### src/rtl/idle_tmr_pkg.sv
package idle_tmr_pkg;

  // Strobes from the counter datapath to the event control
  typedef struct packed {
    logic tapFlip;   // tap bit changes on the coming clock edge
  } tmrEvt_t;

endpackage

### src/rtl/idle_tmr_dp.sv
module idle_tmr_dp
  import idle_tmr_pkg::*;
#(
  parameter int CNT_W   = 16,
  parameter int TAP_BIT = 12
) (
  input  logic    clk,
  input  logic    rst,
  output tmrEvt_t evt
);

  localparam logic [CNT_W-1:0] CNT_ONE = {{(CNT_W-1){1'b0}}, 1'b1};

  logic [CNT_W-1:0] cnt;
  logic [CNT_W-1:0] cntNext;

  generate
    if (TAP_BIT >= CNT_W) begin : g_badTap
      $error("TAP_BIT must index a bit inside the counter");
    end
  endgenerate

  // Down-count without pause; wrap from zero to all ones is natural
  assign cntNext = cnt - CNT_ONE;

  always_ff @(posedge clk) begin
    if (rst) cnt <= '0;
    else     cnt <= cntNext;
  end

  // Tap bit differs between present and next value: an event on this edge
  always_comb begin
    evt = '0;
    evt.tapFlip = !rst && (cnt[TAP_BIT] ^ cntNext[TAP_BIT]);
  end

endmodule

### src/rtl/idle_tmr_ctl.sv
module idle_tmr_ctl
  import idle_tmr_pkg::*;
(
  input  logic    clk,
  input  logic    rst,
  input  tmrEvt_t evt,
  input  logic    pendClr,
  input  logic    intEn,
  output logic    pendFlag,
  output logic    intReq,
  output logic    tickPulse
);

  logic pendQ;
  logic tickQ;
  logic pendD;

  // New event wins over a clear in the same cycle
  always_comb begin
    pendD = pendQ;
    if (pendClr)     pendD = 1'b0;
    if (evt.tapFlip) pendD = 1'b1;
  end

  always_ff @(posedge clk) begin
    if (rst) begin
      pendQ <= 1'b0;
      tickQ <= 1'b0;
    end else begin
      pendQ <= pendD;
      tickQ <= evt.tapFlip;
    end
  end

  assign pendFlag  = pendQ;
  assign tickPulse = tickQ;
  assign intReq    = pendQ && intEn;

endmodule

### src/rtl/idle_tmr.sv
module idle_tmr
  import idle_tmr_pkg::*;
#(
  parameter int CNT_W   = 16,
  parameter int TAP_BIT = 12
) (
  input  logic clk,
  input  logic rst,
  input  logic pendClr,
  input  logic intEn,
  output logic pendFlag,
  output logic intReq,
  output logic tickPulse
);

  tmrEvt_t evt;

  idle_tmr_dp #(
    .CNT_W  (CNT_W),
    .TAP_BIT(TAP_BIT)
  ) u_dp (
    .clk(clk),
    .rst(rst),
    .evt(evt)
  );

  idle_tmr_ctl u_ctl (
    .clk      (clk),
    .rst      (rst),
    .evt      (evt),
    .pendClr  (pendClr),
    .intEn    (intEn),
    .pendFlag (pendFlag),
    .intReq   (intReq),
    .tickPulse(tickPulse)
  );

endmodule

### config.mk
export PLATFORM = sky130hd
export DESIGN_NAME = idle_tmr
export DESIGN_NICKNAME = d
export VERILOG_FILES = /design/src/rtl/idle_tmr_pkg.sv /design/src/rtl/idle_tmr_dp.sv /design/src/rtl/idle_tmr_ctl.sv /design/src/rtl/idle_tmr.sv
export SDC_FILE = /design/constraint.sdc
export NUM_CORES = 1
export LEC_CHECK = 0
export CORE_AREA = 2 2 39 41
export CTS_BUF_LIST = sky130_fd_sc_hd__clkbuf_2 sky130_fd_sc_hd__clkbuf_4 sky130_fd_sc_hd__clkbuf_8
export DETAILED_ROUTE_END_ITERATION = 16
export DIE_AREA = 0 0 41 43
export RECOVER_POWER = 100
export SYNTH_ARGS = -nofsm -noshare
export SYNTH_HDL_FRONTEND = slang
export SYNTH_SLANG_ARGS = --single-unit
### constraint.sdc
create_clock -name clk -period 3.3 [get_ports clk]
set_input_delay 0.495 -clock clk [delete_from_list [all_inputs] [get_ports clk]]
set_output_delay 0.495 -clock clk [all_outputs]
set_load 0.01 [all_outputs]
-- Yosys cells after proc, flatten, opt, wreduce, memory -nomap -nowiden
Index checks and enable logic that the tools add are counted.
- $add $sub $neg: 1
- multiplexer cells: 2
- bitwise logic cells: 1
- reductions and logical operators: 4
- operators by type and width (operator ; number):
    16-bit by 1-bit subtractor with 16-bit output, second input constant ; 1
    1-bit logical AND ; 2
    1-bit two-way mux ; 2
    2-bit nonzero test ; 1
    1-bit logical NOT ; 1
    1-bit bitwise XOR ; 1
- register bits after elaboration: 18
- input port bits: 4
- output and inout port bits: 3
- word-level logic and storage cells: 11

-- Depth between registers and ports, before layout
- depth after elaboration: 4
- mapped depth: 6
- gate-level depth less buffers: 5

-- By module
Synthesis repeated with hierarchy kept, for this count alone.
- cells, all modules: 67
- area, all modules: 598.1 um2
- by module, submodules not included (module ; instances ; cells each ; area an instance (um2) ; sequential area each (um2)):
    idle_tmr_dp ; 1 ; 60 ; 529.3 ; 240.2
    idle_tmr_ctl ; 1 ; 7 ; 68.8 ; 40.0

-- Worst setup path before layout
OpenSTA, ideal clock, no wires.
- kind: register -> register
- from: reg u_dp.cnt[0]
- to: reg u_dp.cnt[6]
- setup time: 0.071 ns
- arrival time: 1.756 ns
- data required time: 3.229 ns
- setup slack: 1.474 ns
- stages on the path, launching flop included: 7
- path buffers: 1
- period minus slack after synthesis: 1.826 ns
- path through: dfxtp_1 inv_1 ha_1 or3b_2 buf_2 or4_2 a21oi_1
- longest elaborated chain between the ends: 1
- RTL lines (what ; line ; text):
    start: declaration ; idle_tmr_dp.sv:14 ; logic [CNT_W-1:0] cnt;
    start signal: assignment ; idle_tmr_dp.sv:28 ; else cnt <= cntNext;
    16-bit by 1-bit subtractor with 16-bit output ; idle_tmr_dp.sv:24 ; assign cntNext = cnt - CNT_ONE;
No other way between the ends.
A chain may end at the register's enable or synchronous reset.

-- Worst setup path after layout
- from: in intEn
- to: out intReq
- longest elaborated chain between the ends: 1
- RTL lines (what ; line ; text):
    start: declaration ; idle_tmr.sv:10 ; input logic intEn,
    1-bit logical AND ; idle_tmr_ctl.sv:37 ; assign intReq = pendQ && intEn;
    end: declaration ; idle_tmr.sv:12 ; output logic intReq,
No other way between the ends.

==> run summary <==
The run finished with clean final reports. After floorplanning, the core was sized to cover 1380 sq um. The tools report the overall global routing resource usage as 0.135. The count of nets left with antenna violations once routing finished came out at 0. The number of standard cells after synthesis was 61. The worst register-to-register path has a depth of 5. For the pin with the worst max-slew slack, the measured transition is 0.553 ns. After clock tree synthesis, the setup repair step added 0 buffers. The most used flip-flop cell after synthesis is dfxtp_1.

Between clock sinks in the finished design, the worst skew comes to 0.00233 ns. The post-detailed-route DRC marker count was 0; the number of synthesized flops with an enable pin was 0. The power share of the sequential group is 0.493, and the total global routing overflow is 0. The clock input transition at the sequential cells of the worst setup and hold paths was 0.08 ns. The number of nets at the end of the flow was 72; the share of the synthesized area in the top cell type was 0.490.

The logs give 0.331 mV for the worst voltage drop across the vdd grid and 0.490 for the share of the yosys chip area belonging to registers. TritonCTS built the clock tree. STA classifies the critical path endpoint as an output port. Data on the critical path is required at its endpoint by 2.80 ns.

For the starting density of the core, the log shows 0.413. The run gives 0 as the max-slew violation count. The pin count of the biggest net entering global routing is 16, and the cell area after synthesis is 572 sq um. The number of hold buffers added after CTS was 0. The run gives 0.644 as the routability-driven placement congestion ratio. In this run the register-to-register setup slack is 1.43 ns.

The synthesis-stage register bit count works out to 14. In this run the critical register-to-register path is launched from u_dp.cnt[0]$_SDFF_PP0_. The share of synthesized registers carrying an async set or reset was 0.

The largest area contributor in the synthesized netlist is dfxtp_1. In this run the power density over the cells is 711 nW/um^2. The share of the clock period used by the worst path is 0.649.

The logs give 14 for the total clock sinks and 0 for the number of cells upsized or downsized after cts. The synthesized area per cell is 9.37 sq um, and the ratio of cells with drive above 1 in the final layout is 0.136. For this run, the number of Yosys warnings is 0. The first routing iteration left 5 violations. The tightest min-delay check is of the register to register type. The final critical delay including setup and external delays is 2.14 ns.

After detailed routing, the total wire length is 978 um. The critical path start-end classification was input pin to output port. Internal power comes to 331 uW. Static timing analysis puts the maximum clock frequency at 467 MHz. STA classifies the critical path startpoint as an input pin. The first global-routing pass estimated 1.57 mm of wire. The logs give 0 for the setup violation total in the final timing report and 1.65 ns for the critical path data arrival time.

Counting along the longest clock path gives a buffer depth of 2. The number of vias per cell was 5.40. The tools report the placed instance count as 78. In this run the vertical extent of the chip is 43 um. Summing over every cut layer, the via total after detailed routing is 443. After synthesis, the cell types taking the most area are dfxtp_1, a21oi_1, o31ai_1.

Setup repair after global routing left no endpoint under its margin. The die is 41 um wide. The layout has 135 filler cells. The number of clock buffers added by TritonCTS is 3. Synthesis produced a netlist with a net count of 66. The first TritonRoute pass finished after 4 iterations. The tools report the number of H-tree branching levels as 1. After the flow finishes, the layout carries non-filler instances totaling 82. The cell at the root of the clock tree is clkbuf_4. The largest family of logic cells by synthesized area is simple AND/OR/NAND/NOR gates.

The initial antenna violation count was 0. The die covers 1760 sq um. The tools report the worst max-slew margin expressed relative to the limit as 0.630. The number of max-cap violations is 0, and the largest fanout on the critical path is 1. In the synthesized netlist, the cells that appear most often are dfxtp_1, a21oi_1, nor2_1, o31ai_1, or4_1. Most common cell in the synthesized netlist: dfxtp_1. The proportion of total power due to net switching is 0.297. The complex-gate fraction of the synthesized area was 0.155; the number of global-route vias before repair was 387.

Yosys mapped the design onto 25 distinct sky130hd cell types. The number of core rows is 14, and the routed wire length per instance is 11.9 um. For this design the total switching power over the nets is 140 uW. The worst register-to-register path ends at u_dp.cnt[10]$_SDFF_PP0_.

The end point of the critical path was intReq. The simple-gate share of the synthesized area came out at 0.232. The count of endpoints failing hold in the final timing report was 0; the parity-gate share of the synthesized area counting xor and xnor cells was 0.0306.

The critical path starts at intEn. The adder-cell share of the synthesized area was 0.0219; the top-level I/O count was 7. Setup total negative slack: 0 ns. The analysis attributes to cell leakage a power of 0.000260 uW. The logs give 0.27 ns for the later-pin clock latency in the skew report and 0.253 for the clock share of power. The share of power burned in combinational logic was 0.254.

Relative to the synthesized area, the layout overhead comes to 16.0%. The repair_antennas step left the layout with diodes totalling 0. The quantity of I/O buffers inserted on ports was 6; the multiplexer area fraction after synthesis was 0.0197.
-- power by group through the flow --
| stage | sequential, uW | combinational, uW | clock (uW) |
|---|---|---|---|
| after CTS | 233 | 128 | 127 |
| after global routing | 239 | 136 | 133 |
| after global placement | 235 | 123 | 0 |
| after floorplan | 232 | 104 | 0 |
| after detailed placement | 236 | 127 | 0 |
| final | 232 | 120 | 119 |
-- per-stage QoR --
stage / hold slack [ns] / area, sq um / worst slack, ns / util / power [uW]
floorplan: 0.421 / 572 / 1.47 / - / 336
global placement: 0.442 / 631 / 1.23 / 0.456 / 359
detailed placement: 0.449 / 631 / 1.22 / 0.456 / 363
CTS: 0.465 / 667 / 1.22 / 0.482 / 488
global route: 0.478 / 663 / 1.09 / 0.479 / 508
finish: 0.462 / 663 / 1.16 / 0.479 / 471
-- worst max-delay path, stage by stage --
cell,delay [ns]
clkdlybuf4s50_1,0.45
and2_1,0.11
dlygate4sd3_1,0.59
-- sequential cells by signal, indices dropped and copies added (netlist names) --
| name | cells |
|---|---|
| u_ctl.pendFlag | 1 |
| u_dp.cnt | 12 |
| u_ctl.tickPulse | 1 |
-- area by class of cell --
class	instances	area [sq um]	area share
Inverter	2	7.51	0.0113
Sequential cell	14	280	0.423
Clock buffer	4	36.3	0.0547
Multi-Input combinational cell	40	259	0.391
Tap cell	16	20.0	0.0302
Timing Repair Buffer	6	60.1	0.0906
-- how the worst min path moves through the flow --
stage                        endpoint  slack (ns)              startpoint  cells after the start
3_5_place_dp   u_dp.cnt[0]$_SDFF_PP0_        0.45  u_dp.cnt[0]$_SDFF_PP0_                      1
4_1_cts        u_dp.cnt[7]$_SDFF_PP0_        0.47  u_dp.cnt[7]$_SDFF_PP0_                      2
3_3_place_gp   u_dp.cnt[0]$_SDFF_PP0_        0.44  u_dp.cnt[0]$_SDFF_PP0_                      1
5_1_grt        u_dp.cnt[7]$_SDFF_PP0_        0.48  u_dp.cnt[7]$_SDFF_PP0_                      2
6_report       u_dp.cnt[7]$_SDFF_PP0_        0.46  u_dp.cnt[7]$_SDFF_PP0_                      2
2_1_floorplan  u_dp.cnt[0]$_SDFF_PP0_        0.42  u_dp.cnt[0]$_SDFF_PP0_                      1
-- cell families (layout without fill, tap and decap cells) --
kind of cell    after synthesis  in the layout
simple gates                 21             21
compound gates               15             15
flops                        14             14
buf+inv                       7             12
xor+xnor                      2              2
fa+ha+maj                     1              1
mux                           1              1
-- per-layer routing --
| metal | GRT usage | vias to the layer above | routed length (um) |
|---|---|---|---|
| met5 | 0 | - | 0 |
| met4 | 0.120 | 0 | 25 |
| met3 | 0.0314 | 4 | 51 |
| met2 | 0.188 | 11 | 420 |
| met1 | 0.162 | 197 | 481 |
| li1 | - | 231 | - |
-- cells in the final DEF, fill, tap and decap left out, types with 3 or more instances in the layout --
master / netlist / final
clkbuf_4: 0 / 3
dfxtp_1: 14 / 14
dlygate4sd3_1: 0 / 4
nor2_1: 6 / 6
or4_1: 4 / 5
o31ai_1: 4 / 4
a21oi_1: 8 / 8
No activity file was read; power rests on OpenSTA's default activity.
